===== config.mk =====
export PLATFORM = sky130hd
export DESIGN_NAME = dual_mode_phase_cmp
export DESIGN_NICKNAME = d
export VERILOG_FILES = /design/src/rtl/phcmp_pkg.sv /design/src/rtl/phcmp_sync.sv /design/src/rtl/phcmp_pulse.sv /design/src/rtl/phcmp_avg.sv /design/src/rtl/dual_mode_phase_cmp.sv
export SDC_FILE = /design/constraint.sdc
export NUM_CORES = 1
export LEC_CHECK = 0
export ABC_AREA = 0
export CORE_MARGIN = 10
export CORE_UTILIZATION = 45
export DETAILED_ROUTE_END_ITERATION = 10
export GPL_TIMING_DRIVEN = 0
export PLACE_DENSITY_LB_ADDON = 0.08
export SLEW_MARGIN = 20
export SYNTH_ARGS = -nofsm -noshare
export SYNTH_HDL_FRONTEND = slang
export SYNTH_SLANG_ARGS = --single-unit
export TNS_END_PERCENT = 20

===== constraint.sdc =====
create_clock -name clk -period 3.9 [get_ports clk]
set_input_delay 0.78 -clock clk [delete_from_list [all_inputs] [get_ports clk]]
set_output_delay 0.78 -clock clk [all_outputs]
set_load 0.05 [all_outputs]

===== src/rtl/phcmp_pkg.sv =====
package phcmp_pkg;

    typedef enum logic {
        CMP_LEVEL = 1'b0,
        CMP_EDGE  = 1'b1
    } cmp_mode_e;

endpackage


===== src/rtl/phcmp_sync.sv =====
module phcmp_sync #(
    parameter int STAGES = 2
) (
    input  logic clk,
    input  logic rst_n,
    input  logic async_in,
    output logic level,
    output logic rise
);
    typedef struct packed {
        logic [STAGES-1:0] chain;
        logic              last;
    } sync_state_t;

    sync_state_t st_d, st_q;

    always_comb begin
        st_d       = st_q;
        st_d.chain = {st_q.chain[STAGES-2:0], async_in};
        st_d.last  = st_q.chain[STAGES-1];
    end

    always_ff @(posedge clk) begin
        if (!rst_n) st_q <= '0;
        else        st_q <= st_d;
    end

    assign level = st_q.chain[STAGES-1];
    assign rise  = st_q.chain[STAGES-1] & ~st_q.last;
endmodule


===== src/rtl/phcmp_pulse.sv =====
module phcmp_pulse
    import phcmp_pkg::*;
(
    input  logic clk,
    input  logic rst_n,
    input  logic mode_sel,
    input  logic ref_lvl,
    input  logic fb_lvl,
    input  logic ref_rise,
    input  logic fb_rise,
    output logic err,
    output logic restart
);
    typedef struct packed {
        cmp_mode_e mode;
        logic      err;
    } pulse_state_t;

    pulse_state_t st_d, st_q;
    cmp_mode_e    mode_req;

    assign mode_req = cmp_mode_e'(mode_sel);
    assign restart  = (mode_req != st_q.mode);

    always_comb begin
        st_d      = st_q;
        st_d.mode = mode_req;
        if (restart) begin
            st_d.err = 1'b0;
        end else begin
            unique case (st_q.mode)
                CMP_LEVEL: st_d.err = ref_lvl ^ fb_lvl;
                CMP_EDGE: begin
                    if (fb_rise)       st_d.err = 1'b0;
                    else if (ref_rise) st_d.err = 1'b1;
                end
                default: st_d.err = 1'b0;
            endcase
        end
    end

    always_ff @(posedge clk) begin
        if (!rst_n) st_q <= '{mode: CMP_LEVEL, err: 1'b0};
        else        st_q <= st_d;
    end

    assign err = st_q.err;
endmodule


===== src/rtl/phcmp_avg.sv =====
module phcmp_avg #(
    parameter int CODE_W  = 8,
    parameter int WIN_LEN = 1024
) (
    input  logic              clk,
    input  logic              rst_n,
    input  logic              err,
    input  logic              restart,
    output logic [CODE_W-1:0] code,
    output logic              valid
);
    localparam int CNT_W  = $clog2(WIN_LEN + 1);
    localparam int IDX_W  = $clog2(WIN_LEN);
    localparam int PROD_W = CNT_W + CODE_W;
    localparam logic [IDX_W-1:0]  LAST_IDX = IDX_W'(WIN_LEN - 1);
    localparam logic [PROD_W-1:0] WIN_DIV  = PROD_W'(WIN_LEN);
    localparam logic [PROD_W-1:0] CODE_MAX = PROD_W'((1 << CODE_W) - 1);

    typedef struct packed {
        logic [IDX_W-1:0]  idx;
        logic [CNT_W-1:0]  acc;
        logic [CODE_W-1:0] code;
        logic              valid;
    } avg_state_t;

    avg_state_t        st_d, st_q;
    logic [CNT_W-1:0]  hi_total;
    logic [PROD_W-1:0] scaled;

    assign hi_total = st_q.acc + CNT_W'(err);
    assign scaled   = {hi_total, {CODE_W{1'b0}}} / WIN_DIV;

    always_comb begin
        st_d       = st_q;
        st_d.valid = 1'b0;
        if (restart) begin
            st_d.idx = '0;
            st_d.acc = '0;
        end else if (st_q.idx == LAST_IDX) begin
            st_d.code  = (scaled > CODE_MAX) ? CODE_MAX[CODE_W-1:0] : scaled[CODE_W-1:0];
            st_d.valid = 1'b1;
            st_d.idx   = '0;
            st_d.acc   = '0;
        end else begin
            st_d.idx = st_q.idx + 1'b1;
            st_d.acc = hi_total;
        end
    end

    always_ff @(posedge clk) begin
        if (!rst_n) st_q <= '0;
        else        st_q <= st_d;
    end

    assign code  = st_q.code;
    assign valid = st_q.valid;
endmodule


===== src/rtl/dual_mode_phase_cmp.sv =====
module dual_mode_phase_cmp #(
    parameter int CODE_W      = 8,
    parameter int WIN_LEN     = 1024,
    parameter int SYNC_STAGES = 2
) (
    input  logic              clk,
    input  logic              rst_n,
    input  logic              ref_in,
    input  logic              fb_in,
    input  logic              mode_sel,
    output logic              err_pulse,
    output logic [CODE_W-1:0] phase_code,
    output logic              code_valid
);
    localparam int NUM_IN = 2;

    logic [NUM_IN-1:0] raw_in;
    logic [NUM_IN-1:0] lvl;
    logic [NUM_IN-1:0] rise;
    logic ref_lvl, fb_lvl, ref_rise, fb_rise, restart;

    assign raw_in = {fb_in, ref_in};

    for (genvar i = 0; i < NUM_IN; i++) begin : g_sync
        phcmp_sync #(.STAGES(SYNC_STAGES)) u_sync (
            .clk      (clk),
            .rst_n    (rst_n),
            .async_in (raw_in[i]),
            .level    (lvl[i]),
            .rise     (rise[i])
        );
    end

    assign ref_lvl  = lvl[0];
    assign fb_lvl   = lvl[1];
    assign ref_rise = rise[0];
    assign fb_rise  = rise[1];

    phcmp_pulse u_pulse (
        .clk      (clk),
        .rst_n    (rst_n),
        .mode_sel (mode_sel),
        .ref_lvl  (ref_lvl),
        .fb_lvl   (fb_lvl),
        .ref_rise (ref_rise),
        .fb_rise  (fb_rise),
        .err      (err_pulse),
        .restart  (restart)
    );

    phcmp_avg #(.CODE_W(CODE_W), .WIN_LEN(WIN_LEN)) u_avg (
        .clk     (clk),
        .rst_n   (rst_n),
        .err     (err_pulse),
        .restart (restart),
        .code    (phase_code),
        .valid   (code_valid)
    );
endmodule


==> results.md, run 1 <==
- The analysis attributes to cell leakage a power of 0.6698 nW.
- The first detailed-routing pass took 4 iterations.
- The later pin in the worst-skew pair is clocked with a latency of 0.34 ns.
- The commonest non-fill, non-tap cell in the layout is sky130_fd_sc_hd__dfxtp_1.
- The pin count of the biggest net entering global routing is 12.
- The net count of the finished layout is 190.
- The via count of the first global-routing pass was 1,130.
- The number of placed instances, taps included, is 221.
- The number of hold-slack violations in the final timing report was 0.
- Derived from the worst setup path, the maximum achievable clock frequency is 0.4205 GHz.
- The number of antenna diodes in the final layout is 0.
- The count of nets left with antenna violations once routing finished came out at 0.
- The final critical path time including I/O delays and setup is 2.378 ns.
- The chip width is 78.98 um.
- The startpoint class of the critical path is a flip-flop.
- No sink is reached through more buffers than the 2 on the longest clock path.
- The HPWL after detailed placement is 2.009 mm.
- The distinct cell type count of the synthesized netlist is 33.
- The number of buffers created by CTS is 5.
- After detailed routing, the number of remaining DRC violations is 0.
- The total standard cell area after synthesis is 1565 um2.
- The run finished with clean final reports.
- The root buffer cell chosen for the clock tree is sky130_fd_sc_hd__clkbuf_4.
- The total number of clock tree sinks is 38.
- The net count of the mapped netlist is 170.
- Leaving out fill and tap cells, the most frequent cells in the layout are sky130_fd_sc_hd__dfxtp_1, sky130_fd_sc_hd__nor2_1, sky130_fd_sc_hd__clkdlybuf4s50_1, sky130_fd_sc_hd__xnor2_1, sky130_fd_sc_hd__a21oi_1.
- The number of buffer cells added on primary ports is 13.
- The first global-routing pass estimated 4.968 mm of wire.
- The max-capacitance violation count is 0.
- By startpoint and endpoint, the worst setup path is classified as flip-flop to primary output.
- The setup fix buffers added after clock tree synthesis is 0.
- The synthesized instance count is 162.
- The required time of the critical path is 3.12 ns.
- The number of levels in the clock H-tree is 2.
- The CTS tree is done.
- The number of vias after detailed routing is 1,104.
- The fraction of layout cells with a size suffix above 1 is 13.11%.
- After synthesis the netlist holds a flip-flop and latch count of 38.
- The worst slew slack as a fraction of its limit is 60.38%.
- The height of the chip is 78.98 um.
- The area of the core is 3337 um2.
- The largest stage delay on the critical path is 0.79 ns.
- The worst setup path is captured at a primary output.
- The average wire length per cell after detail routing is 12.11 um.
- The number of slew-limit violations in the final report came to 0.
- The clock transition at the registers of the reported paths is 0.11 ns.
- The total routing usage reported by global routing is 9.863%.
- The count of pins on the block boundary is 15.
- The initial utilization of the core area, before any placement, comes to 46.91%.
- The remaining global-route overflow is 0.
- The slowest stage cell on the critical path is sky130_fd_sc_hd__clkdlybuf4s50_1.
- Setup repair after global routing left no endpoint under its margin.
- The arrival time at the worst endpoint is 1.60 ns.
- The number of vias per cell after detailed routing is 4.821.
- IR analysis of the VDD net gives a maximum drop of 0.0001966 V.
- The full die area is 6237 um2.
- After synthesis, the mean cell area works out to 9.662 um2.
- The summed negative setup slack over all endpoints is 0 ns.
- The maximum fanout count along the critical path is 2.
- For the pin with the worst max-slew slack, the measured transition is 0.5918 ns.
- For this block, the routed nets add up to 2.774 mm of wire.
- The total of hold buffers inserted after clock tree synthesis is 0.
- Traced cell by cell, the critical path runs through buf_4 -> clkdlybuf4s50_1.
- The number of DRC violations after detailed-routing iteration 0 is 21.
- The setup-violating endpoint count in the final report is 0.
- After floorplanning, the core was divided into 21 placement rows.
- For this run, the register share of the synthesized area comes to 48.60%.
- The setup skew after layout is 0.001644 ns.
- The weighted congestion reported at the end of routability-driven placement is 0.7978.
- The synthesis-to-finish area growth is 15.83%.
- The initial antenna violation count is 0.
- The warning count from the yosys run is 0.
- Post-CTS repair changed the size of 0 cells.
- The number of standard cells in the layout, taps in and fillers out is 229.
- The tightest min-delay check is of the flip-flop to flip-flop type.
- The end-of-flow core utilization is 54.33%.
- The final cell area excluding filler cells is 1813 um2.
- The final critical path takes up 60.98% of the cycle.
- The power density relative to cell area is 353.6 nW/um2.
- The placed instances occupy a cell area of 1753 um2.
==> registers in the layout, summed over array words and instances, names as in the netlist <==
name / count
u_avg.st_q: 21
u_avg.valid: 1
u_pulse.st_q: 1
g_sync.u_sync.level: 2
g_sync.u_sync.st_d: 2
u_pulse.err: 1
u_avg.code: 8
g_sync.u_sync.st_q: 2
==> kinds of logic after synthesis <==
group	share of synthesized area, %
buf+inv	8.553
xor+xnor	9.512
fa+ha+maj	2.398
flops	48.60
compound gates	8.473
simple gates	22.46
==> critical path: cells and delay by family (launching register included) <==
family	cells	cell delay [ns]
DFF	1	0.36
buffers and inverters	2	0.90
==> final timing paths <==
check / startpoint / endpoint / slack (ns) / depth (start not counted)
setup / recovery: u_avg.code[4] / phase_code[4] / 1.52 / 2
hold reg to reg: g_sync[1].u_sync.st_d[2] / g_sync[1].u_sync.level / 0.44 / 1
setup reg to reg: u_avg.st_q[20] / u_avg.st_q[17] / 1.92 / 7
hold / removal: g_sync[1].u_sync.st_d[2] / g_sync[1].u_sync.level / 0.44 / 1
==> per-stage QoR <==
| step | setup WS (ns) | power, mW | hold slack (ns) |
|---|---|---|---|
| final | 1.522 | 0.6410 | 0.4426 |
| after global routing | 1.448 | 0.6690 | 0.4667 |
| after CTS | 1.494 | 0.6510 | 0.4459 |
| after detailed placement | 1.537 | 0.4382 | 0.4193 |
| after global placement | 1.559 | 0.4374 | 0.4150 |
| after floorplan | 1.854 | 0.4280 | 0.4119 |
==> per-layer routing <==
layer | vias to the layer above | part of all wire [%] | track usage [%]
li1 | 573 | - | -
met2 | 13 | 49 | 16.80
met3 | 7 | 5.5 | 4.730
met4 | 0 | 1.9 | 4.480
met1 | 511 | 43 | 10.02
met5 | - | 0 | 0
==> area by class of cell <==
cell class,instances,area [um2]
sequential,38,760.7
multi-input combinational,105,670.6
inverter,5,18.77
fill,313,1524
buffer,14,115.1
timing repair buffer,13,130.1
clock inverter,1,5.005
clock buffer,7,55.05
tap,46,57.56
==> synthesized netlist by cell type <==
| cell | n | area share (%) |
|---|---|---|
| sky130_fd_sc_hd__a22oi_1 | 8 | 3.8 |
| sky130_fd_sc_hd__inv_1 | 5 | 1.2 |
| sky130_fd_sc_hd__o31a_1 | 1 | 0.56 |
| sky130_fd_sc_hd__or3_2 | 1 | 0.48 |
| sky130_fd_sc_hd__and4_2 | 1 | 0.64 |
| sky130_fd_sc_hd__nand2b_1 | 2 | 0.80 |
| sky130_fd_sc_hd__nand3_4 | 1 | 1.1 |
| sky130_fd_sc_hd__and2_1 | 8 | 3.2 |
| sky130_fd_sc_hd__a211oi_1 | 1 | 0.48 |
| sky130_fd_sc_hd__nand4_1 | 3 | 1.2 |
| sky130_fd_sc_hd__buf_4 | 8 | 3.8 |
| sky130_fd_sc_hd__and2_2 | 1 | 0.48 |
| sky130_fd_sc_hd__and3_1 | 1 | 0.40 |
| sky130_fd_sc_hd__xnor2_1 | 10 | 5.6 |
| sky130_fd_sc_hd__clkbuf_1 | 2 | 0.48 |
| sky130_fd_sc_hd__o21ai_0 | 1 | 0.32 |
| sky130_fd_sc_hd__buf_2 | 1 | 0.32 |
| sky130_fd_sc_hd__nor4_1 | 1 | 0.40 |
| sky130_fd_sc_hd__buf_12 | 1 | 1.3 |
| sky130_fd_sc_hd__nor4b_1 | 1 | 0.56 |
| sky130_fd_sc_hd__o22ai_1 | 1 | 0.40 |
| sky130_fd_sc_hd__and4bb_1 | 1 | 0.80 |
| sky130_fd_sc_hd__nor4b_4 | 1 | 1.5 |
| sky130_fd_sc_hd__xor2_1 | 7 | 3.9 |
| sky130_fd_sc_hd__buf_6 | 2 | 1.4 |
| sky130_fd_sc_hd__nor3_1 | 3 | 0.96 |
| sky130_fd_sc_hd__nand3_1 | 5 | 1.6 |
| sky130_fd_sc_hd__nor2_1 | 25 | 6.0 |
| sky130_fd_sc_hd__dfxtp_1 | 38 | 49 |
| sky130_fd_sc_hd__a21oi_1 | 9 | 2.9 |
| sky130_fd_sc_hd__nor2b_1 | 1 | 0.40 |
| sky130_fd_sc_hd__nand2_1 | 8 | 1.9 |
| sky130_fd_sc_hd__ha_1 | 3 | 2.4 |
==> where the power goes <==
part	leakage (nW)	switching (mW)	internal [mW]	total, mW
combinational	0.327	0.0174	0.0145	0.0319
sequential	0.308	0.00349	0.393	0.397
clock	0.0353	0.125	0.0874	0.212
No activity file was read; power rests on OpenSTA's default activity.
==> run 2: changes to the inputs <==
==> constraint.sdc (replaced) <==
create_clock -name clk -period 2.1 [get_ports clk]
set_input_delay 0.42 -clock clk [delete_from_list [all_inputs] [get_ports clk]]
set_output_delay 0.42 -clock clk [all_outputs]
set_load 0.05 [all_outputs]
==> run 2 against run 1 <==
  * Count of clock-buffer cells in the layout did not move
  * Critical path type unchanged
  * Total power grew 86%
  * Design area grew 0.34%
  * Critical path depth unchanged
  * Combinational power increased by 86%
  * Largest power group unchanged
  * Non-clock buffer count stayed put
  * Highest routed layer unchanged
  * Critical endpoint unchanged
  * Sequential share of layout area is 0.14 points lower
  * Routed wire length up 0.25%
  * Register-to-register slack worse by 1.8 ns
  * Worst setup slack got worse by 1.4 ns
  * Hold slack is essentially flat
==> results.md, run 2 (synthesis results as in run 1) <==
- In the layout the commonest cells are sky130_fd_sc_hd__dfxtp_1, sky130_fd_sc_hd__nor2_1, sky130_fd_sc_hd__clkdlybuf4s50_1, sky130_fd_sc_hd__xnor2_1, sky130_fd_sc_hd__a21oi_1.
- The area of the multi-input gates is 676.9 um2 (+0.93%).
- The worst-skew pair later-pin latency is 0.34 ns (about the same).
- The final antenna diode count came to 0 (unchanged).
- The total of hold buffers inserted after clock tree synthesis is 0 (unchanged).
- The number of buffers created by CTS is 5 (unchanged).
- The number of stages on the worst hold path is 1 (unchanged).
- The final cell area excluding filler cells was 1819 um2 (+0.34%).
- The startpoint class of the critical path is a flip-flop.
- The worst path setup slack after routing is 0.07785 ns (-1.444 ns).
- The cell area reported after detailed placement was 1753 um2 (unchanged).
- The remaining antenna violation count is 0 (unchanged).
- The power density relative to cell area is 655.3 nW/um2 (+85%).
- The setup-violating endpoint count in the final report is 0 (unchanged).
- The total iterations of the first detailed-routing run came to 4 (unchanged).
- The number of buffers on the longest clock path is 2 (unchanged).
- Walking the worst path, the cells encountered are buf_4 -> clkdlybuf4s50_1.
- The worst slew slack as a fraction of its limit is 60.38% (unchanged).
- The total number of clock tree sinks was 38 (unchanged).
- The via count of the first global-routing pass was 1,130 (unchanged).
- The worst setup path is of the flip-flop to primary output kind.
- The number of flip-flops under the largest register name was 21 (unchanged).
- The slowest stage cell on the critical path is sky130_fd_sc_hd__clkdlybuf4s50_1.
- The end point of the most critical hold path is g_sync[1].u_sync.level.
- The area of the core is 3337 um2 (unchanged).
- The HPWL after detailed placement is 2.009 mm (unchanged).
- The launch instance of the worst min-delay path is g_sync[1].u_sync.st_d[2].
- The remaining global-route overflow is 0 (unchanged).
- The post-placement worst setup slack is 0.09714 ns (-1.440 ns).
- The pin count of the biggest net entering global routing was 12 (unchanged).
- The CTS tree is done.
- The maximum VDD drop is 0.0003624 V (+84%).
- The required time of the critical path was 1.68 ns (-1.44 ns).
- The total length of routed wires is 2.781 mm (+0.25%).
- The flow ran to the end, and the final reports show no timing, DRC or antenna violations.
- The residual DRC count is 0 (unchanged).
- Ranked by flip-flop count, first place goes to u_avg.st_q.
- The count of cells along the worst register-to-register path came to 7 (unchanged).
- The leakage component of the power is 0.6699 nW (about the same).
- The net count of the finished layout was 190 (unchanged).
- The setup fix buffers added after clock tree synthesis is 0 (unchanged).
- The chip width was 78.98 um (unchanged).
- Setup repair after global routing left no endpoint under its margin.
- The type of element capturing the critical path is a primary output.
- The count of pins on the block boundary was 15 (unchanged).
- The number of slew-limit violations in the final report is 0 (unchanged).
- In the finished design, the share of the clock period the worst path needs comes to 96.29%.
- The worst reg2reg path startpoint is u_avg.st_q[20].
- The arrival time at the worst endpoint is 1.60 ns (about the same).
- The number of hold-slack violations in the final timing report is 0 (unchanged).
- The clock transition at the registers of the reported paths came to 0.11 ns (about the same).
- The fraction of layout cells with a size suffix above 1 was 13.66% (+0.55 points).
- The number of buffer and inverter stages on the critical path is 2 (unchanged).
- The worst setup slack for register-to-register paths is 0.12 ns (-1.80 ns).
- The number of buffer cells added on primary ports is 13 (unchanged).
- The end-of-flow core utilization came to 54.52% (+0.19 points).
- The fmax is 0.4945 GHz.
- The number of DRC violations after detailed-routing iteration 0 is 26 (+24%).
- The height of the chip is 78.98 um (unchanged).
- In this run the critical register-to-register path is captured at u_avg.st_q[17].
- The total routing usage reported by global routing came to 9.863% (unchanged).
- The setup skew after layout is 0.001788 ns (+0.0001438 ns).
- The final critical path time including I/O delays and setup is 2.022 ns.
- The weighted congestion reported at the end of routability-driven placement is 0.7978 (unchanged).
- The sequential cell area is 760.7 um2 (unchanged).
- The commonest non-fill, non-tap cell in the layout is sky130_fd_sc_hd__dfxtp_1.
- The number of cell rows is 21 (unchanged).
- Relative to the synthesized area, the layout overhead comes to 16.23%.
- The number of vias after detailed routing is 1,109 (+0.45%).
- The number of levels in the clock H-tree is 2 (unchanged).
- The number of vias per cell after detailed routing is 4.843 (+0.45%).
- The starting utilization of the core area came to 46.91% (unchanged).
- The slew at the pin closest to its max-slew limit is 0.5918 ns (unchanged).
- The max-capacitance violation count was 0 (unchanged).
- The wire length of the first global-routing pass is 4.968 mm (unchanged).
- The initial antenna violation count came to 0 (unchanged).
- The largest stage delay on the critical path is 0.79 ns (about the same).
- The maximum fanout count along the critical path is 2 (unchanged).
- The class of the tightest hold or removal check is flip-flop to flip-flop.
- The full die area came to 6237 um2 (unchanged).
- The cell sitting at the root of the clock tree is a sky130_fd_sc_hd__clkbuf_4.
- The summed negative setup slack over all endpoints was 0 ns (unchanged).
- The average wire length per cell after detail routing was 12.14 um (+0.25%).
- On the critical path the largest part of the delay comes from buffers and inverters.
- The final-layout fill cell count was 311 (-0.64%).
run 2: metrics by stage:
step,instances,hold WS (ns),total power [mW]
2_1_floorplan,162,0.4119,0.7949
3_3_place_gp,221,0.4150,0.8123
3_5_place_dp,221,0.4193,0.8137
4_1_cts,229,0.4459,1.209
5_1_grt,229,0.4667,1.242
6_report,229,0.4426,1.192
run 2: worst max path at each step:
stage                         startpoint             end  cells past startpoint
final                      u_avg.code[4]   phase_code[4]                      2
after global routing      u_avg.st_q[20]  u_avg.st_q[16]                      7
after CTS                  u_avg.code[4]   phase_code[4]                      2
after detailed placement        mode_sel  u_avg.st_q[19]                      8
after global placement          mode_sel  u_avg.st_q[29]                      8
after floorplan              u_pulse.err   u_avg.code[5]                      7
run 2: power by group:
group	internal, mW	switching (mW)	leakage [nW]
logic	0.0270	0.0323	0.327
registers	0.730	0.00646	0.308
clock network	0.162	0.234	0.0353
run 2: layer usage:
metal	wire length (um)	vias to the layer above	track usage [%]
met3	158	7	4.730
met2	1386	15	16.80
met1	1188	513	10.02
li1	-	574	-
met4	48	0	4.480
met5	0	-	0
run 2: area by class of cell:
cell class | instances | share of cell area [%]
sequential | 38 | 41.82
multi-input combinational | 105 | 37.21
timing repair buffer | 13 | 7.153
buffer | 14 | 6.327
tap | 46 | 3.164
clock buffer | 7 | 3.026
inverter | 5 | 1.032
clock inverter | 1 | 0.2751
run 2: repair_timing:
| item | in CTS | in global routing |
|---|---|---|
| endpoints found under the hold margin | 0 | 0 |
| endpoints found under the setup margin | 0 | 1 |
| resized for setup | 0 | 1 |
==> run 3: changes to the inputs <==
--- a/config.mk
+++ b/config.mk
@@ -14,5 +14,6 @@
 export SLEW_MARGIN = 20
 export SYNTH_ARGS = -nofsm -noshare
 export SYNTH_HDL_FRONTEND = slang
+export SYNTH_HIERARCHICAL = 1
 export SYNTH_SLANG_ARGS = --single-unit
 export TNS_END_PERCENT = 20
==> run 3 against run 2 <==
  * Sequential share of layout area up 0.58 points
  * Register-to-register slack about the same
  * Critical path depth unchanged
  * Largest power group unchanged
  * Combinational power down 16%
  * Synthesized cell count up 0.62%
  * Largest cell class unchanged
  * Maximum frequency up 0.30%
  * Cell count up 0.87%
  * Clock power about the same
==> results.md, run 3 <==
- The number of vias per cell after detailed routing is 4.883 (+0.83%).
- In the synthesized netlist, the cells that appear most often are sky130_fd_sc_hd__dfxtp_1, sky130_fd_sc_hd__nor2_1, sky130_fd_sc_hd__xnor2_1.
- The count of pins on the block boundary is 15 (unchanged).
- The largest individual stage delay along the critical path comes from the cell sky130_fd_sc_hd__clkdlybuf4s50_1.
- The number of buffer cells added on primary ports came to 14 (+1).
- The synthesized instance count is 163 (+0.62%).
- The cell at the root of the clock tree is sky130_fd_sc_hd__clkbuf_4.
- The share of synthesized flip-flops with an asynchronous set or reset came to 0% (unchanged).
- The number of levels in the clock H-tree is 2 (unchanged).
- The number of DRC violations after detailed-routing iteration 0 is 120 (+360%).
- The number of cell rows is 21 (unchanged).
- The area share of the leading cell type in the synthesized netlist came to 49.71% (+1.1 points).
- The height of the chip was 78.32 um (-0.84%).
- Leaving out fill and tap cells, the most frequent cell in the layout is sky130_fd_sc_hd__dfxtp_1.
- The worst slew slack as a fraction of its limit is 53.83% (-6.6 points).
- The total length of routed wires is 2.696 mm (-3.1%).
- Yosys attributes the largest share of cell area to sky130_fd_sc_hd__dfxtp_1, sky130_fd_sc_hd__nor2_1, sky130_fd_sc_hd__xnor2_1, sky130_fd_sc_hd__buf_4, sky130_fd_sc_hd__xor2_1.
- The part of the Yosys area used for sequential elements came to 49.71% (+1.1 points).
- The residual DRC count is 0 (unchanged).
- The largest area contributor in the synthesized netlist is sky130_fd_sc_hd__dfxtp_1.
- The setup skew after layout is 0.007517 ns (+0.005729 ns).
- The main combinational cell family by area after synthesis is simple AND/OR/NAND/NOR gates.
- The total routing usage reported by global routing is 9.644% (-0.22 points).
- The number of enable-type register cells in the synthesized netlist is 0 (unchanged).
- The number of hold-slack violations in the final timing report is 0 (unchanged).
- The final hold slack is 0.4465 ns (+0.003838 ns).
- The slew at the pin closest to its max-slew limit is 0.6869 ns (+0.09508 ns).
- The chip width is 78.32 um (-0.84%).
- The maximum fanout count along the critical path came to 2 (unchanged).
- The class of the tightest hold or removal check is flip-flop to flip-flop.
- The number of slew-limit violations in the final report is 0 (unchanged).
- Setup repair after global routing left no endpoint under its margin.
- The number of vias after detailed routing was 1,128 (+1.7%).
- The area of the core was 3311 um2 (-0.79%).
- The max-capacitance violation count was 0 (unchanged).
- The warning count from the yosys run came to 6 (+6).
- The flip-flop and latch count after synthesis is 38 (unchanged).
- The remaining global-route overflow is 0 (unchanged).
- The worst setup slack for register-to-register paths is 0.12 ns (about the same).
- The adder and majority cell fraction of the synthesized area came to 2.453% (+0.055 points).
- The cell area reported after detailed placement came to 1734 um2 (-1.1%).
- The fmax came to 0.4960 GHz (+0.30%).
- The end point of the most critical hold path is g_sync[0].u_sync/level.
- The total number of clock tree sinks is 38 (unchanged).
- The CTS tree is done.
- In the synthesized netlist the dominant register cell turns out to be sky130_fd_sc_hd__dfxtp_1.
- The compound-gate portion of the synthesized area is 6.214% (-2.3 points).
- The area share of and/or/nand/nor cells after synthesis is 24.94% (+2.5 points).
- The type of element capturing the critical path is a primary output.
- The number of flip-flops under the largest register name was 21 (unchanged).
- The wire length of the first global-routing pass is 4.809 mm (-3.2%).
- The total of hold buffers inserted after clock tree synthesis is 0 (unchanged).
- The number of cells upsized or downsized after cts is 0 (unchanged).
- The mean instance size in the synthesized netlist came to 9.388 um2 (-2.8%).
- The setup fix buffers added after clock tree synthesis is 0 (unchanged).
- The net count of the mapped netlist is 171 (+0.59%).
- The synthesis-to-finish area growth is 17.25%.
- The weighted congestion reported at the end of routability-driven placement was 0.7845 (-1.7%).
- STA classifies the critical path startpoint as a flip-flop.
- The full die area is 6133 um2 (-1.7%).
- The largest register by flop count is u_avg/st_q.
- The starting utilization of the core area is 46.22% (-0.69 points).
- The ratio of final minimum period to clock period is 96.01% (-0.29 points).
- The final critical path time including I/O delays and setup was 2.016 ns (-0.006006 ns).
- The required time of the critical path came to 1.68 ns (about the same).
- The distinct cell type count of the synthesized netlist came to 28 (-15%).
- The setup-violating endpoint count in the final report is 0 (unchanged).
- The worst-skew pair later-pin latency is 0.34 ns (about the same).
- The leakage component of the power came to 0.6406 nW (-4.4%).
- The final cell area excluding filler cells is 1794 um2 (-1.4%).
- Broken down by cell family, the worst path's largest delay share belongs to buffers and inverters.
- The HPWL after detailed placement is 1.895 mm (-5.7%).
- The pin count of the biggest net entering global routing came to 18 (+6).
- The final antenna diode count was 0 (unchanged).
- The critical path goes through buf_4 -> clkdlybuf4s50_1.
- The remaining antenna violation count was 0 (unchanged).
- The total standard cell area after synthesis is 1530 um2 (-2.2%).
- The count of cells along the worst register-to-register path is 5 (-2).
- The average wire length per cell after detail routing is 11.67 um (-3.9%).
- In the layout the commonest cells are sky130_fd_sc_hd__dfxtp_1, sky130_fd_sc_hd__nor2_1, sky130_fd_sc_hd__clkdlybuf4s50_1, sky130_fd_sc_hd__xnor2_1, sky130_fd_sc_hd__buf_4.
- The power density relative to cell area is 659.5 nW/um2 (+0.64%).
- The largest stage delay on the critical path came to 0.79 ns (about the same).
- The number of stages on the worst hold path is 1 (unchanged).
- The worst register-to-register path begins at u_avg/st_q[20].
- The arrival time at the worst endpoint is 1.60 ns (about the same).
- The fraction of layout cells with a size suffix above 1 was 13.51% (-0.15 points).
- The critical path in this run is classified as flip-flop to primary output.
- The number of buffer and inverter stages on the critical path came to 2 (unchanged).
- The most common cell in the synthesized netlist is sky130_fd_sc_hd__dfxtp_1.
- The total iterations of the first detailed-routing run is 4 (unchanged).
- The number of buffers on the longest clock path is 2 (unchanged).
- The initial antenna violation count was 0 (unchanged).
- The run finished with clean final reports.
- The startpoint identified for the worst hold timing path is g_sync[0].u_sync/st_d[2].
- The net count of the finished layout was 192 (+1.1%).
- The via count of the first global-routing pass is 1,126 (-0.35%).
- The number of buffers created by CTS is 5 (unchanged).
- The parity-gate share of the synthesized area counting xor and xnor cells was 10.30% (+0.79 points).
- The multiplexer area fraction after synthesis came to 0% (unchanged).
- The maximum VDD drop is 0.0003864 V (+6.6%).
- The endpoint of the lowest-slack register-to-register path is u_avg/code[1].
- The clock transition at the registers of the reported paths is 0.11 ns (about the same).
==> run 3: routing by layer <==
layer  track usage (%)  up-vias  part of all wire [%]  wire length, um
met5                 0        -                     0                0
met2             15.87       23                    47             1270
met1             10.20      525                    45             1210
met4             5.376        0                   2.2               59
met3             4.100        7                   5.8              156
li1                  -      573                     -                -
==> run 3: final cells by class <==
cell class              instances  area (um2)
repair buffers                 14       140.1
inverters                       5       18.77
flip-flops and latches         38       760.7
clock inverters                 1       5.005
clock buffers                   7       55.05
well taps                      46       57.56
multi-input cells             109       678.2
fillers                       339        1516
plain buffers                  11       78.83
==> run 3: cells by family (layout without fill, tap and decap cells) <==
kind of cell | count (synthesis) | count (layout)
adders and majority gates | 3 | 3
and+or+nand+nor | 70 | 70
xor gates and xnor gates | 18 | 18
AOI/OAI and AO/OA | 18 | 18
buffers and inverters | 16 | 38
DFF | 38 | 38
==> run 3: metrics by stage <==
stage          cells  power, mW  TNS [ns]  util [%]  setup slack (ns)
4_1_cts          231      1.204         0     54.20           0.06650
3_5_place_dp     223     0.8032    -1.771     52.38           -0.2297
6_report         231      1.183         0     54.20           0.08385
3_3_place_gp     223     0.8023    -3.609     52.19           -0.4621
2_1_floorplan    163     0.7826         0         -            0.1161
5_1_grt          231      1.232         0     54.20          0.001872
==> run 3: worst reg2reg max path: stages, from the launching register on <==
cell                      delay, ns
sky130_fd_sc_hd__dfxtp_1       0.39
sky130_fd_sc_hd__ha_1          0.24
sky130_fd_sc_hd__nand4_2       0.19
sky130_fd_sc_hd__or4_4         0.57
sky130_fd_sc_hd__nor3_4        0.37
sky130_fd_sc_hd__a21oi_1       0.12
==> run 3: worst max path at each step <==
stage | start | endpoint | slack, ns | depth (start not counted)
final | u_avg/code[5] | phase_code[5] | 0.08 | 2
after global routing | u_avg/st_q[20] | u_avg/code[1] | 0.002 | 5
after CTS | u_avg/code[5] | phase_code[5] | 0.07 | 2
after detailed placement | mode_sel | u_avg/code[1] | -0.23 | 6
after global placement | mode_sel | u_avg/code[3] | -0.46 | 5
after floorplan | u_pulse/err | u_avg/code[0] | 0.12 | 6
==> run 3: report_power, final <==
part	total [mW]	switching, mW	internal (mW)
registers	0.736	0.00634	0.730
logic	0.0498	0.0255	0.0244
clock network	0.397	0.235	0.162
total	1.18	0.267	0.917
